==> src/rtl/lr_pkg.sv <==
package lr_pkg;
  localparam int unsigned ALIAS_W = 10;
  localparam int unsigned CFG_W   = 8;
  localparam int unsigned HEN_BIT = 7;
  localparam int unsigned MDP_BIT = 3;
  localparam logic [CFG_W-1:0] CFG_WMASK = 8'h88;

  localparam logic [23:0] VGA_MEM_LO  = 24'h0A_0000;
  localparam logic [23:0] VGA_MEM_HI  = 24'h0B_FFFF;
  localparam logic [23:0] MONO_MEM_LO = 24'h0B_0000;
  localparam logic [23:0] MONO_MEM_HI = 24'h0B_7FFF;
  localparam logic [23:0] HOLE_LO     = 24'hF0_0000;
  localparam logic [23:0] HOLE_HI     = 24'hFF_FFFF;

  function automatic logic mono_port(input logic [ALIAS_W-1:0] a);
    case (a)
      10'h3B4, 10'h3B5, 10'h3B8, 10'h3B9, 10'h3BA, 10'h3BF: return 1'b1;
      default: return 1'b0;
    endcase
  endfunction

  function automatic logic vga_port(input logic [ALIAS_W-1:0] a);
    return ((a >= 10'h3B0) && (a <= 10'h3BB)) || ((a >= 10'h3C0) && (a <= 10'h3DF));
  endfunction

  function automatic logic win_port(input logic [ALIAS_W-1:0] a);
    return (a >= 10'h3BC) && (a <= 10'h3BF);
  endfunction
endpackage

==> src/rtl/lr_ctrl_reg.sv <==
module lr_ctrl_reg
  import lr_pkg::*;
(
  input  logic             clk_i,
  input  logic             rst_ni,
  input  logic             we_i,
  input  logic [CFG_W-1:0] wdata_i,
  input  logic             lock_i,
  output logic [CFG_W-1:0] q_o,
  output logic             hen_o,
  output logic             mono_o
);
  logic [CFG_W-1:0] q, nxt;

  always_comb begin
    nxt = q;
    if (we_i) begin
      nxt = wdata_i & CFG_WMASK;
      if (lock_i) nxt[HEN_BIT] = q[HEN_BIT];
    end
  end

  always_ff @(posedge clk_i or negedge rst_ni) begin
    if (!rst_ni) q <= '0;
    else         q <= nxt;
  end

  assign q_o    = q;
  assign hen_o  = q[HEN_BIT];
  assign mono_o = q[MDP_BIT];
endmodule

==> src/rtl/lr_mem_decode.sv <==
module lr_mem_decode
  import lr_pkg::*;
#(
  parameter int unsigned MEM_W = 32
) (
  input  logic [MEM_W-1:0] addr_i,
  input  logic             hen_i,
  output logic             vga_o,
  output logic             mono_o,
  output logic             hole_o
);
  localparam logic [MEM_W-1:0] V_LO = MEM_W'(VGA_MEM_LO);
  localparam logic [MEM_W-1:0] V_HI = MEM_W'(VGA_MEM_HI);
  localparam logic [MEM_W-1:0] M_LO = MEM_W'(MONO_MEM_LO);
  localparam logic [MEM_W-1:0] M_HI = MEM_W'(MONO_MEM_HI);
  localparam logic [MEM_W-1:0] H_LO = MEM_W'(HOLE_LO);
  localparam logic [MEM_W-1:0] H_HI = MEM_W'(HOLE_HI);

  assign vga_o  = (addr_i >= V_LO) && (addr_i <= V_HI);
  assign mono_o = (addr_i >= M_LO) && (addr_i <= M_HI);
  assign hole_o = hen_i && (addr_i >= H_LO) && (addr_i <= H_HI);
endmodule

==> src/rtl/lr_io_decode.sv <==
module lr_io_decode
  import lr_pkg::*;
#(
  parameter int unsigned IO_W  = 16,
  parameter int unsigned LANES = 4
) (
  input  logic [IO_W-1:$clog2(LANES)] addr_hi_i,
  input  logic [LANES-1:0]            be_i,
  input  logic [IO_W-1:0]             base_i,
  input  logic [IO_W-1:0]             limit_i,
  output logic                        any_lane_o,
  output logic                        any_mono_o,
  output logic                        all_claim_o
);
  localparam int unsigned LANE_W = $clog2(LANES);

  logic [LANES-1:0] mono_l, claim_l;

  for (genvar k = 0; k < LANES; k++) begin : g_lane
    logic [IO_W-1:0]    byte_a;
    logic [ALIAS_W-1:0] al;
    logic               in_win;
    assign byte_a     = {addr_hi_i, LANE_W'(k)};
    assign al         = byte_a[ALIAS_W-1:0];
    assign in_win     = (byte_a >= base_i) && (byte_a <= limit_i);
    assign mono_l[k]  = be_i[k] && mono_port(al);
    // a disabled lane never blocks the claim
    assign claim_l[k] = !be_i[k] || vga_port(al) || (win_port(al) && in_win);
  end

  assign any_lane_o  = |be_i;
  assign any_mono_o  = |mono_l;
  assign all_claim_o = &claim_l;
endmodule

==> src/rtl/lgcy_cycle_router.sv <==
module lgcy_cycle_router
  import lr_pkg::*;
#(
  parameter int unsigned MEM_W = 32,
  parameter int unsigned IO_W  = 16,
  parameter int unsigned LANES = 4
) (
  input  logic             clk_i,
  input  logic             rst_ni,
  input  logic             cfg_we_i,
  input  logic [7:0]       cfg_wdata_i,
  input  logic             lock_i,
  output logic [7:0]       cfg_rdata_o,
  input  logic             vga_en_i,
  input  logic             mem_en_i,
  input  logic             io_en_i,
  input  logic [IO_W-1:0]  io_base_i,
  input  logic [IO_W-1:0]  io_limit_i,
  input  logic             req_valid_i,
  input  logic             req_is_io_i,
  input  logic [MEM_W-1:0] req_addr_i,
  input  logic [LANES-1:0] req_be_i,
  output logic             route_valid_o,
  output logic             route_fwd_o,
  output logic             hole_hit_o,
  output logic             cfg_err_o
);
  localparam int unsigned LANE_W = $clog2(LANES);

  logic hen, mono;
  logic m_vga, m_mono, m_hole;
  logic i_any, i_mono, i_claim;
  logic mem_fwd, io_fwd, fwd_d, hole_d;
  logic vld_q, fwd_q, hole_q;

  lr_ctrl_reg i_ctrl (
    .clk_i   (clk_i),
    .rst_ni  (rst_ni),
    .we_i    (cfg_we_i),
    .wdata_i (cfg_wdata_i),
    .lock_i  (lock_i),
    .q_o     (cfg_rdata_o),
    .hen_o   (hen),
    .mono_o  (mono)
  );

  lr_mem_decode #(.MEM_W(MEM_W)) i_mem (
    .addr_i (req_addr_i),
    .hen_i  (hen),
    .vga_o  (m_vga),
    .mono_o (m_mono),
    .hole_o (m_hole)
  );

  lr_io_decode #(.IO_W(IO_W), .LANES(LANES)) i_io (
    .addr_hi_i   (req_addr_i[IO_W-1:LANE_W]),
    .be_i        (req_be_i),
    .base_i      (io_base_i),
    .limit_i     (io_limit_i),
    .any_lane_o  (i_any),
    .any_mono_o  (i_mono),
    .all_claim_o (i_claim)
  );

  // monochrome present removes the monochrome resources from the claim
  assign mem_fwd = vga_en_i && mem_en_i && m_vga && !(mono && m_mono);
  assign io_fwd  = vga_en_i && io_en_i && i_any && i_claim && !(mono && i_mono);
  assign fwd_d   = req_valid_i && (req_is_io_i ? io_fwd : mem_fwd);
  assign hole_d  = req_valid_i && !req_is_io_i && m_hole;

  always_ff @(posedge clk_i or negedge rst_ni) begin
    if (!rst_ni) begin
      vld_q  <= 1'b0;
      fwd_q  <= 1'b0;
      hole_q <= 1'b0;
    end else begin
      vld_q  <= req_valid_i;
      fwd_q  <= fwd_d;
      hole_q <= hole_d;
    end
  end

  assign route_valid_o = vld_q;
  assign route_fwd_o   = fwd_q;
  assign hole_hit_o    = hole_q;
  assign cfg_err_o     = mono && !vga_en_i;
endmodule

==> config.mk <==
export PLATFORM = sky130hd
export DESIGN_NAME = lgcy_cycle_router
export DESIGN_NICKNAME = d
export VERILOG_FILES = /design/src/rtl/lr_pkg.sv /design/src/rtl/lr_ctrl_reg.sv /design/src/rtl/lr_mem_decode.sv /design/src/rtl/lr_io_decode.sv /design/src/rtl/lgcy_cycle_router.sv
export SDC_FILE = /design/constraint.sdc
export NUM_CORES = 1
export LEC_CHECK = 0
export BUFFER_PORTS_ARGS = -buffer_cell sky130_fd_sc_hd__buf_2
export CORE_MARGIN = 10
export CORE_UTILIZATION = 27
export CTS_CLUSTER_DIAMETER = 30
export CTS_CLUSTER_SIZE = 8
export DETAILED_ROUTE_END_ITERATION = 16
export PLACE_DENSITY = 0.62
export SLEW_MARGIN = 20
export SYNTH_ARGS = -nofsm -noshare
export SYNTH_HDL_FRONTEND = slang
export SYNTH_HIERARCHICAL = 1
export SYNTH_SLANG_ARGS = --single-unit
==> constraint.sdc <==
create_clock -name clk_i -period 0.8 [get_ports clk_i]
set_input_delay 0.08 -clock clk_i [delete_from_list [all_inputs] [get_ports clk_i]]
set_output_delay 0.08 -clock clk_i [all_outputs]
set_load 0.05 [all_outputs]
==> flow_summary.toml, run 1 <==
[clock_tree]
clock_tree.root_cell = "clkbuf_8"
cts-buffers-inserted = 3
cts.sinks = 5
cts_tree = "yes"
clk_pin_slew_worst_paths_ns = 0.04
clk_latency_ns = 0.23
cts_max_path_buffers = 2
htree_levels = 1

[synthesis]
synthCells = 193
synthesis.area_um2 = 1400
yosysWarnings = 6
ys_async_sr_fraction_pct = 100
synth_top_flop_cell = "dfrtp_1"
avgSynthCellArea_um2 = 7.26
yosysUniqueCellTypes = 43
ys_ff_latch = 5
ys_seq_area_share_pct = 8.93
synth_edf_count = 0

[drt]
drc = 0
wl_met2_mm = 2.58
detail-route-antenna-nets = 0
avgRoutedWirePerCell_um = 13.0
wl_met3_um = 283
drt-total-wl_mm = 5.03
dr.pass1.iters = 3
routed_via_density = 4.48
vias = 1732
met1_length_mm = 2.10
drt_iter0_drc = 56
top_layer = "met4"

[critical_path]
cp_common_cell = "nand4_1"
arrival_ns = 2.39
worstPathRequired_ns = 0.97
crit_fanout = 4
cp-end-kind = "flip-flop"
r2r_setup_slack_ns = -0.13
timing.rr.end = "i_ctrl/q_o[3]"
cp-endpoint = "route_fwd_o"
crit_chain = "buf_6, ha_4, nand4_1, or4_4, nor2_2, a21oi_1, o41a_1, o41ai_2, nand4_1, o22ai_1, o211a_1"
cp-start-kind = "primary input"
crit_path_start = "req_addr_i[7]"
crit_slowest_cell = "or4_4"
cpPeakStageDelay_ns = 0.57
reg2reg_depth = 2
r2r_start = "i_ctrl/q_o[3]"
criticalPathCategory = "in -> reg"

[placed_design]
post-place-ws_ns = -1.77
dp_hpwl_mm = 4.39
routabilityCongestion = 0.780
place_area_um2 = 2260
port_buffers = 82

[finish]
drive_above_1_share_pct = 47.0
areaGrowthSynthToFinish_pct = 77.4
nNetsFinal = 433
stdcell_area_um2 = 2490
diodes = 0

[die]
core_region_area_um2 = 5070
die_h_um = 92.0
placementRows = 26
die_area_um2 = 8470
start_util_pct = 27.6
die_w_um = 92.0
io_pins = 97

[global_route]
grt_pass1_vias = 1870
grt_pass1_wl_mm = 8.19
grt_start_max_net_pins = 6
grt.overflow.total = 0
grt.total_usage_pct = 11.3
antenna_found_initial = 0

[timing]
period_share_pct = 277
post-route-min-period_ns = 2.22
setup_viol = 9
layout_setup_ws_ns = -1.42
fmax_ghz = 0.451
drv_slew = 0
final-hold-violation-count = 0
clock_skew_ns = 0.00481
grt_setup_unrepaired = "yes"

[status]
violations = "negative setup slack"
status = "finished, violations left"

[pwr]
ir_drop_uv = 1000
power.density_nw_per_um2 = 809
leakage_nw = 1.32

[flow_run]
max_cap_viol_count = 0

[min_path]
hold_class = "in -> reg"
## metrics by stage
step                hold slack, ns  cells  setup TNS [ns]  total power [mW]  util [%]
floorplan                   -0.216    198           -1.43             0.934         -
global placement           -0.0993    379           -2.14              1.40      44.6
detailed placement          -0.101    379           -2.19              1.42      44.6
CTS                         0.0308    387           -2.18              2.00      48.2
global route                0.0596    387           -2.60              2.19      49.0
finish                      0.0479    387           -2.17              2.01      49.0
## metal layers
layer,vias to the layer above,global-route usage (%)
met5,-,0
met4,0,2.57
met3,8,3.02
met2,45,20.8
met1,748,12.5
li1,931,-
## logic make-up (layout without fill, tap and decap cells)
group | Yosys count | after routing | synth area share, %
AOI/OAI and AO/OA | 52 | 52 | 24.0
adders and majority gates | 30 | 30 | 26.8
buffers and inverters | 40 | 159 | 12.9
DFF | 5 | 5 | 8.93
muxes | 2 | 2 | 1.87
other | 1 | 6 | 0.268
and+or+nand+nor | 63 | 63 | 25.3
## worst max-delay path, delay by kind of cell
kind | cells | cell delay, ns
compound gates | 5 | 0.98
fa+ha+maj | 1 | 0.25
simple gates | 4 | 0.96
buf+inv | 1 | 0.10
## state kept, by name (all words and copies together), names as in the netlist
name           flops
route_valid_o      1
i_ctrl/q_o         2
hole_hit_o         1
route_fwd_o        1
## cell usage in the layout (no fill, tap or decap), types with 2 or more instances in the layout
cell | Yosys | routed
buf_2 | 0 | 68
buf_4 | 8 | 37
inv_1 | 32 | 28
ha_1 | 30 | 23
a21oi_1 | 21 | 21
nand2_1 | 16 | 16
buf_6 | 0 | 14
nor2_1 | 10 | 10
ha_4 | 0 | 7
nand4_1 | 6 | 6
conb_1 | 1 | 6
o21ai_0 | 6 | 6
dfrtp_1 | 5 | 5
clkbuf_8 | 0 | 3
nand3_1 | 3 | 3
o32ai_1 | 3 | 3
or3_1 | 3 | 3
o21ai_1 | 3 | 3
nand2b_1 | 3 | 3
nand3b_1 | 2 | 2
nor2b_4 | 1 | 2
dlygate4sd3_1 | 0 | 2
mux2_4 | 1 | 2
nor4_1 | 4 | 2
inv_4 | 0 | 2
a31oi_1 | 2 | 2
o21bai_1 | 2 | 2
a21boi_0 | 3 | 2
a22o_1 | 2 | 2
nor2b_1 | 3 | 2
a21boi_1 | 1 | 2
nor3_1 | 4 | 2
buf_8 | 0 | 2
## report_power, final
group	switching [mW]	total, mW	internal, mW
sequential	0.0154	0.286	0.270
clock	0.134	0.477	0.343
combinational	0.610	1.25	0.637
total	0.760	2.01	1.25
## area by class of cell
type | instances | area (um2)
clock buffers | 4 | 45.0
fillers | 549 | 2590
inverters | 32 | 143
multi-input cells | 153 | 1260
flip-flops and latches | 5 | 125
well taps | 70 | 87.6
repair buffers | 123 | 826
## cells in the mapped netlist (2+ instances only)
library cell  instances  share of area (%)
o21ai_0               6                2.1
nand4_1               6                2.7
ha_1                 30                 27
nor4_1                4                1.8
dfrtp_1               5                8.9
nor2_1               10                2.7
nand3b_1              2                1.1
o21bai_1              2                1.1
o32ai_1               3                1.9
a21oi_1              21                7.5
a31oi_1               2               0.89
nand4_2               2                1.8
buf_4                 8                4.3
or3_1                 3                1.3
nand2b_1              3                1.3
a21boi_0              3                1.6
a22o_1                2                1.3
inv_1                32                8.6
nand3_1               3                1.1
o21ai_1               3                1.1
nand2_1              16                4.3
nor2b_1               3                1.3
nor3_1                4                1.4
## what timing repair did
| action | 4_1_cts | 5_1_grt |
|---|---|---|
| endpoints found under the setup margin | 9 | 10 |
| buffers inserted | 3 | 1 |
| gates resized for setup | 28 | 10 |
| hold endpoints to repair | 6 | 0 |
| pin swaps | 11 | 5 |
| hold buffers | 2 | 0 |
## worst min-delay path by stage
stage	slack [ns]	from	cells after the start	to
2_1_floorplan	-0.22	rst_ni	0	hole_hit_o
3_3_place_gp	-0.1	rst_ni	1	route_valid_o
3_5_place_dp	-0.10	rst_ni	1	route_valid_o
4_1_cts	0.03	req_is_io_i	2	hole_hit_o
5_1_grt	0.06	req_is_io_i	2	hole_hit_o
6_report	0.05	req_is_io_i	2	hole_hit_o
Note: power is estimated with default switching activity, not from simulation.
==> inputs of run 2 (changes only) <==
Settings changed: CORE_UTILIZATION 27 to 38, PLACE_DENSITY 0.62 to 0.82.
==> run 2 against run 1 <==
The flow still finishes with violations (negative setup slack). First-iteration DRC count is 32% lower. Final cell count fell by 5.9%. Via count is 3.4% higher. Power decreased by 0.62%. Global-route usage up 3.2 points. Highest routed layer unchanged. Die area is 23% lower. Combinational power is essentially flat. Setup slack worse by 0.16 ns. Non-clock buffer count shrank 1. Utilization grew 18 points.
==> flow_summary.toml, run 2 (synthesis gave the netlist of run 1 again) <==
[timing]
clock_skew_ns = 0.00294
setup_viol = 9
post-route-min-period_ns = 2.38
grt_setup_unrepaired = "yes"
fmax_ghz = 0.420
period_share_pct = 298
final-hold-violation-count = 0
layout_setup_ws_ns = -1.58
setup_tns_ns = -2.39
drv_slew = 0

[global_route]
grt.total_usage_pct = 14.4
antenna_found_initial = 0
grt.overflow.total = 0
grt_start_max_net_pins = 6
grt_pass1_vias = 1885
grt_pass1_wl_mm = 7.89

[drt]
dr.pass1.iters = 4
vias = 1791
routed_via_density = 4.92
detail-route-antenna-nets = 0
drc = 0
drt-total-wl_mm = 5.01
avgRoutedWirePerCell_um = 13.8
drt_iter0_drc = 38

[die]
io_pins = 97
die_h_um = 80.7
core_region_area_um2 = 3610
die_area_um2 = 6520
die_w_um = 80.7
start_util_pct = 38.9
placementRows = 22

[critical_path]
arrival_ns = 2.54
crit_slowest_cell = "or4_4"
cpPeakStageDelay_ns = 0.57
crit_fanout = 4
worstPathRequired_ns = 0.96
r2r_start = "i_ctrl/q_o[3]"
cp-end-kind = "flip-flop"
crit_chain = "buf_2, ha_4, nand4_1, or4_4, nor2_2, a21oi_1, o41a_1, o41ai_2, nand4_1, o22ai_1, o211a_1"
cp-start-kind = "primary input"
reg2reg_depth = 4
r2r_setup_slack_ns = -0.26
criticalPathCategory = "in -> reg"
timing.rr.end = "route_fwd_o"
cp_common_cell = "nand4_1"

[finish]
fin_cells = 364
ff_latch_area_um2 = 125
areaGrowthSynthToFinish_pct = 72.3
drive_above_1_share_pct = 47.2
diodes = 0
final_common_cell = "buf_2"
fillers = 311
final_cell_mix = "buf_2 (72), buf_4 (37), inv_1 (28), ha_1 (23), a21oi_1 (21)"
largest_register_ffs = 2
nNetsFinal = 432
multi_input_area_um2 = 1250

[placed_design]
routabilityCongestion = 0.855
dp_hpwl_mm = 4.31
port_buffers = 82
place_inst = 355

[flow_run]
max_cap_viol_count = 0

[min_path]
min-delay-start = "req_is_io_i"
hold_class = "in -> reg"
hold_depth = 2
min_to = "hole_hit_o"

[pwr]
pwr-share-seq_pct = 14.3
pwr-share-comb_pct = 61.9
clkPwrFrac_pct = 23.8
swShare_pct = 38.1
power.density_nw_per_um2 = 827
leakage_nw = 1.29
ir_drop_uv = 1150
internal_power_mw = 1.24
p_sw_uw = 762

[clock_tree]
clock_tree.root_cell = "clkbuf_8"
clk_pin_slew_worst_paths_ns = 0.04
clk_latency_ns = 0.23
cts_max_path_buffers = 2
cts_tree = "yes"
cts.sinks = 5
htree_levels = 1
cts-buffers-inserted = 3

[status]
violations = "negative setup slack"
status = "finished, violations left"
[run 2: cell count changes in the layout (fill, tap and decap cells not counted)]
cell     before  now
buf_6        14    9
buf_2        68   72
mux2_2        0    1
mux2_4        2    1
nand2_1      16   15
nand2_2       0    1
nor3_2        1    2
nor3_4        1    0
[run 2: repair_timing]
action / CTS / global route
gates resized for setup: 19 / 8
hold buffers: 1 / 1
pin swaps: 6 / 8
buffers inserted: 1 / 2
endpoints found under the setup margin: 8 / 9
hold endpoints to repair: 5 / 1
[run 2: layout make-up]
cell class | count | area share (%)
clock buffers | 4 | 1.87
inverters | 32 | 5.91
multi-input cells | 153 | 51.9
flip-flops and latches | 5 | 5.18
well taps | 48 | 2.49
repair buffers | 122 | 32.7
[run 2: power by group through the flow]
stage / Combinational, mW / Sequential (mW) / Clock (mW)
after floorplan: 0.640 / 0.293 / 0
after global routing: 1.37 / 0.286 / 0.529
after CTS: 1.19 / 0.284 / 0.488
after global placement: 1.09 / 0.285 / 0
after detailed placement: 1.13 / 0.285 / 0
final: 1.24 / 0.285 / 0.476
[run 2: through the flow]
step | setup slack (ns) | power, mW | hold slack [ns] | util, % | area (um2)
2_1_floorplan | -1.43 | 0.934 | -0.216 | - | 1550
3_3_place_gp | -1.71 | 1.38 | -0.102 | 61.6 | 2220
3_5_place_dp | -1.77 | 1.42 | -0.103 | 61.6 | 2220
4_1_cts | -1.48 | 1.96 | 0.00293 | 65.3 | 2360
5_1_grt | -1.74 | 2.18 | 0.0352 | 67.0 | 2410
6_report | -1.58 | 2.00 | 0.0361 | 67.0 | 2410
[run 2: metal layers]
layer / vias to the layer above / part of all wire, % / global-route usage [%]
li1: 927 / - / -
met5: - / 0 / 0
met3: 5 / 7.2 / 4.69
met2: 51 / 53 / 26.2
met1: 808 / 39 / 16.0
met4: 0 / 0.88 / 3.11
[run 2: critical path: cells and delay by family]
family | cells | cell delay, ns
AO/OA/AOI/OAI | 5 | 1.13
adder cells (fa/ha/maj) | 1 | 0.27
buffers and inverters | 1 | 0.13
AND/OR/NAND/NOR | 4 | 0.95
[run 2: worst max-delay path by stage]
stage / from / end / cells past startpoint / slack, ns
3_5_place_dp: io_limit_i[6] / route_fwd_o / 12 / -1.77
5_1_grt: req_addr_i[5] / route_fwd_o / 11 / -1.74
4_1_cts: io_limit_i[6] / route_fwd_o / 12 / -1.48
6_report: req_addr_i[5] / route_fwd_o / 11 / -1.58
3_3_place_gp: io_limit_i[6] / route_fwd_o / 12 / -1.71
2_1_floorplan: io_limit_i[6] / route_fwd_o / 11 / -1.43
==> inputs of run 3 (changes only) <==
Settings changed: PLACE_DENSITY 0.82 to 0.77.
==> run 3 against run 2 <==
The flow still finishes with violations (negative setup slack). Non-clock buffer count is 2 higher. Clock skew fell by 0.00060 ns. First-iteration DRC count increased by 7.9%. Final cell count increased by 0.55%. Hold slack worse by 0.027 ns. Maximum frequency up 3.9%. Highest routed layer unchanged.
==> flow_summary.toml, run 3 (synthesis gave the netlist of run 1 again) <==
[pwr]
leakage_nw = 1.33
ir_drop_uv = 730
internal_power_mw = 1.26
power.density_nw_per_um2 = 810
p_sw_uw = 751
swShare_pct = 37.4
pwr-share-seq_pct = 14.3
pwr-share-comb_pct = 63.0
clkPwrFrac_pct = 22.7

[timing]
grt_setup_unrepaired = "yes"
setup_tns_ns = -2.17
fmax_ghz = 0.436
post-route-min-period_ns = 2.29
period_share_pct = 287
setup_viol = 9
drv_slew = 0
final-hold-violation-count = 0
layout_setup_ws_ns = -1.49
clock_skew_ns = 0.00234

[clock_tree]
clk_latency_ns = 0.22
clock_tree.root_cell = "clkbuf_8"
cts.sinks = 5
cts_max_path_buffers = 2
htree_levels = 1
cts_tree = "yes"
cts-buffers-inserted = 3
clk_pin_slew_worst_paths_ns = 0.04

[min_path]
hold_class = "in -> reg"
min-delay-start = "req_valid_i"
min_to = "route_valid_o"
hold_depth = 1

[finish]
drive_above_1_share_pct = 48.4
diodes = 0
areaGrowthSynthToFinish_pct = 77.0
largest_register_ffs = 2
fin_cells = 366
final_cell_mix = "buf_2 (68), buf_4 (39), inv_1 (28), ha_1 (23), a21oi_1 (21)"
final_common_cell = "buf_2"
nNetsFinal = 434

[status]
violations = "negative setup slack"
status = "finished, violations left"

[global_route]
grt.overflow.total = 0
antenna_found_initial = 0
grt_pass1_vias = 1854
grt.total_usage_pct = 14.2
grt_start_max_net_pins = 6
grt_pass1_wl_mm = 7.74

[die]
core_region_area_um2 = 3610
placementRows = 22
start_util_pct = 38.9
die_w_um = 80.7
io_pins = 97
die_area_um2 = 6520
die_h_um = 80.7

[flow_run]
max_cap_viol_count = 0

[placed_design]
place_inst = 357
dp_hpwl_mm = 4.37
routabilityCongestion = 0.861
port_buffers = 82

[drt]
drc = 0
routed_via_density = 4.95
drt_iter0_drc = 41
avgRoutedWirePerCell_um = 13.7
dr.pass1.iters = 4
detail-route-antenna-nets = 0
vias = 1810
drt-total-wl_mm = 5.02

[critical_path]
r2r_setup_slack_ns = -0.10
timing.rr.end = "hole_hit_o"
reg2reg_depth = 4
cp-end-kind = "flip-flop"
cp-start-kind = "primary input"
r2r_start = "i_ctrl/q_o[7]"
criticalPathCategory = "in -> reg"
crit_fanout = 4
arrival_ns = 2.45
worstPathRequired_ns = 0.96
run 3: how the worst max path moves through the flow:
stage | start | to | cells after the start | slack, ns
after global routing | io_limit_i[6] | route_fwd_o | 12 | -1.63
after global placement | io_limit_i[6] | route_fwd_o | 12 | -1.73
after CTS | req_addr_i[7] | route_fwd_o | 11 | -1.52
after floorplan | io_limit_i[6] | route_fwd_o | 11 | -1.43
final | io_limit_i[6] | route_fwd_o | 12 | -1.49
after detailed placement | io_limit_i[6] | route_fwd_o | 12 | -1.84
run 3: power by group through the flow:
stage          logic (mW)  registers (mW)  clock network (mW)
6_report             1.27           0.288               0.456
5_1_grt              1.40           0.290               0.488
3_3_place_gp         1.10           0.285                   0
4_1_cts              1.19           0.287               0.461
2_1_floorplan       0.640           0.293                   0
3_5_place_dp         1.15           0.286                   0
run 3: routing by layer:
metal	routed length (um)	up-vias	global-route usage, %
met4	159	0	5.02
met1	1880	792	15.2
met5	0	-	0
met2	2600	66	25.6
li1	-	933	-
met3	377	19	4.46
run 3: cell type report:
type,instances,area [um2]
multi-input cells,153,1270
fillers,311,1130
repair buffers,124,836
inverters,32,143
flip-flops and latches,5,125
well taps,48,60.1
clock buffers,4,45.0
run 3: repair_timing:
item                                   4_1_cts  5_1_grt
hold buffers                                 1        0
setup buffers                                2        2
setup endpoints to repair                    8       10
pin swaps                                    6       14
gates resized for setup                     17       22
cloned                                       0        0
endpoints found under the hold margin        5        0
run 3: worst max-delay path, stage by stage:
cell and delay [ns]:
buf_8 0.09, inv_12 0.03, ha_4 0.25, nand4_1 0.14, or4_4 0.59, or2_0 0.23, o32ai_2 0.11, a21boi_1 0.10
o41ai_2 0.32, nand4_1 0.15, o22ai_1 0.20, o211a_1 0.15
run 3: metrics by stage:
step                total power, mW  hold slack [ns]  setup WS (ns)  utilization [%]  area [um2]
floorplan                     0.934           -0.216          -1.43                -        1550
detailed placement             1.43           -0.103          -1.84             62.0        2230
global placement               1.39           -0.104          -1.73             62.0        2230
finish                         2.01          0.00892          -1.49             68.8        2480
CTS                            1.94          0.00420          -1.52             65.5        2360
global route                   2.17          0.00525          -1.63             68.8        2480
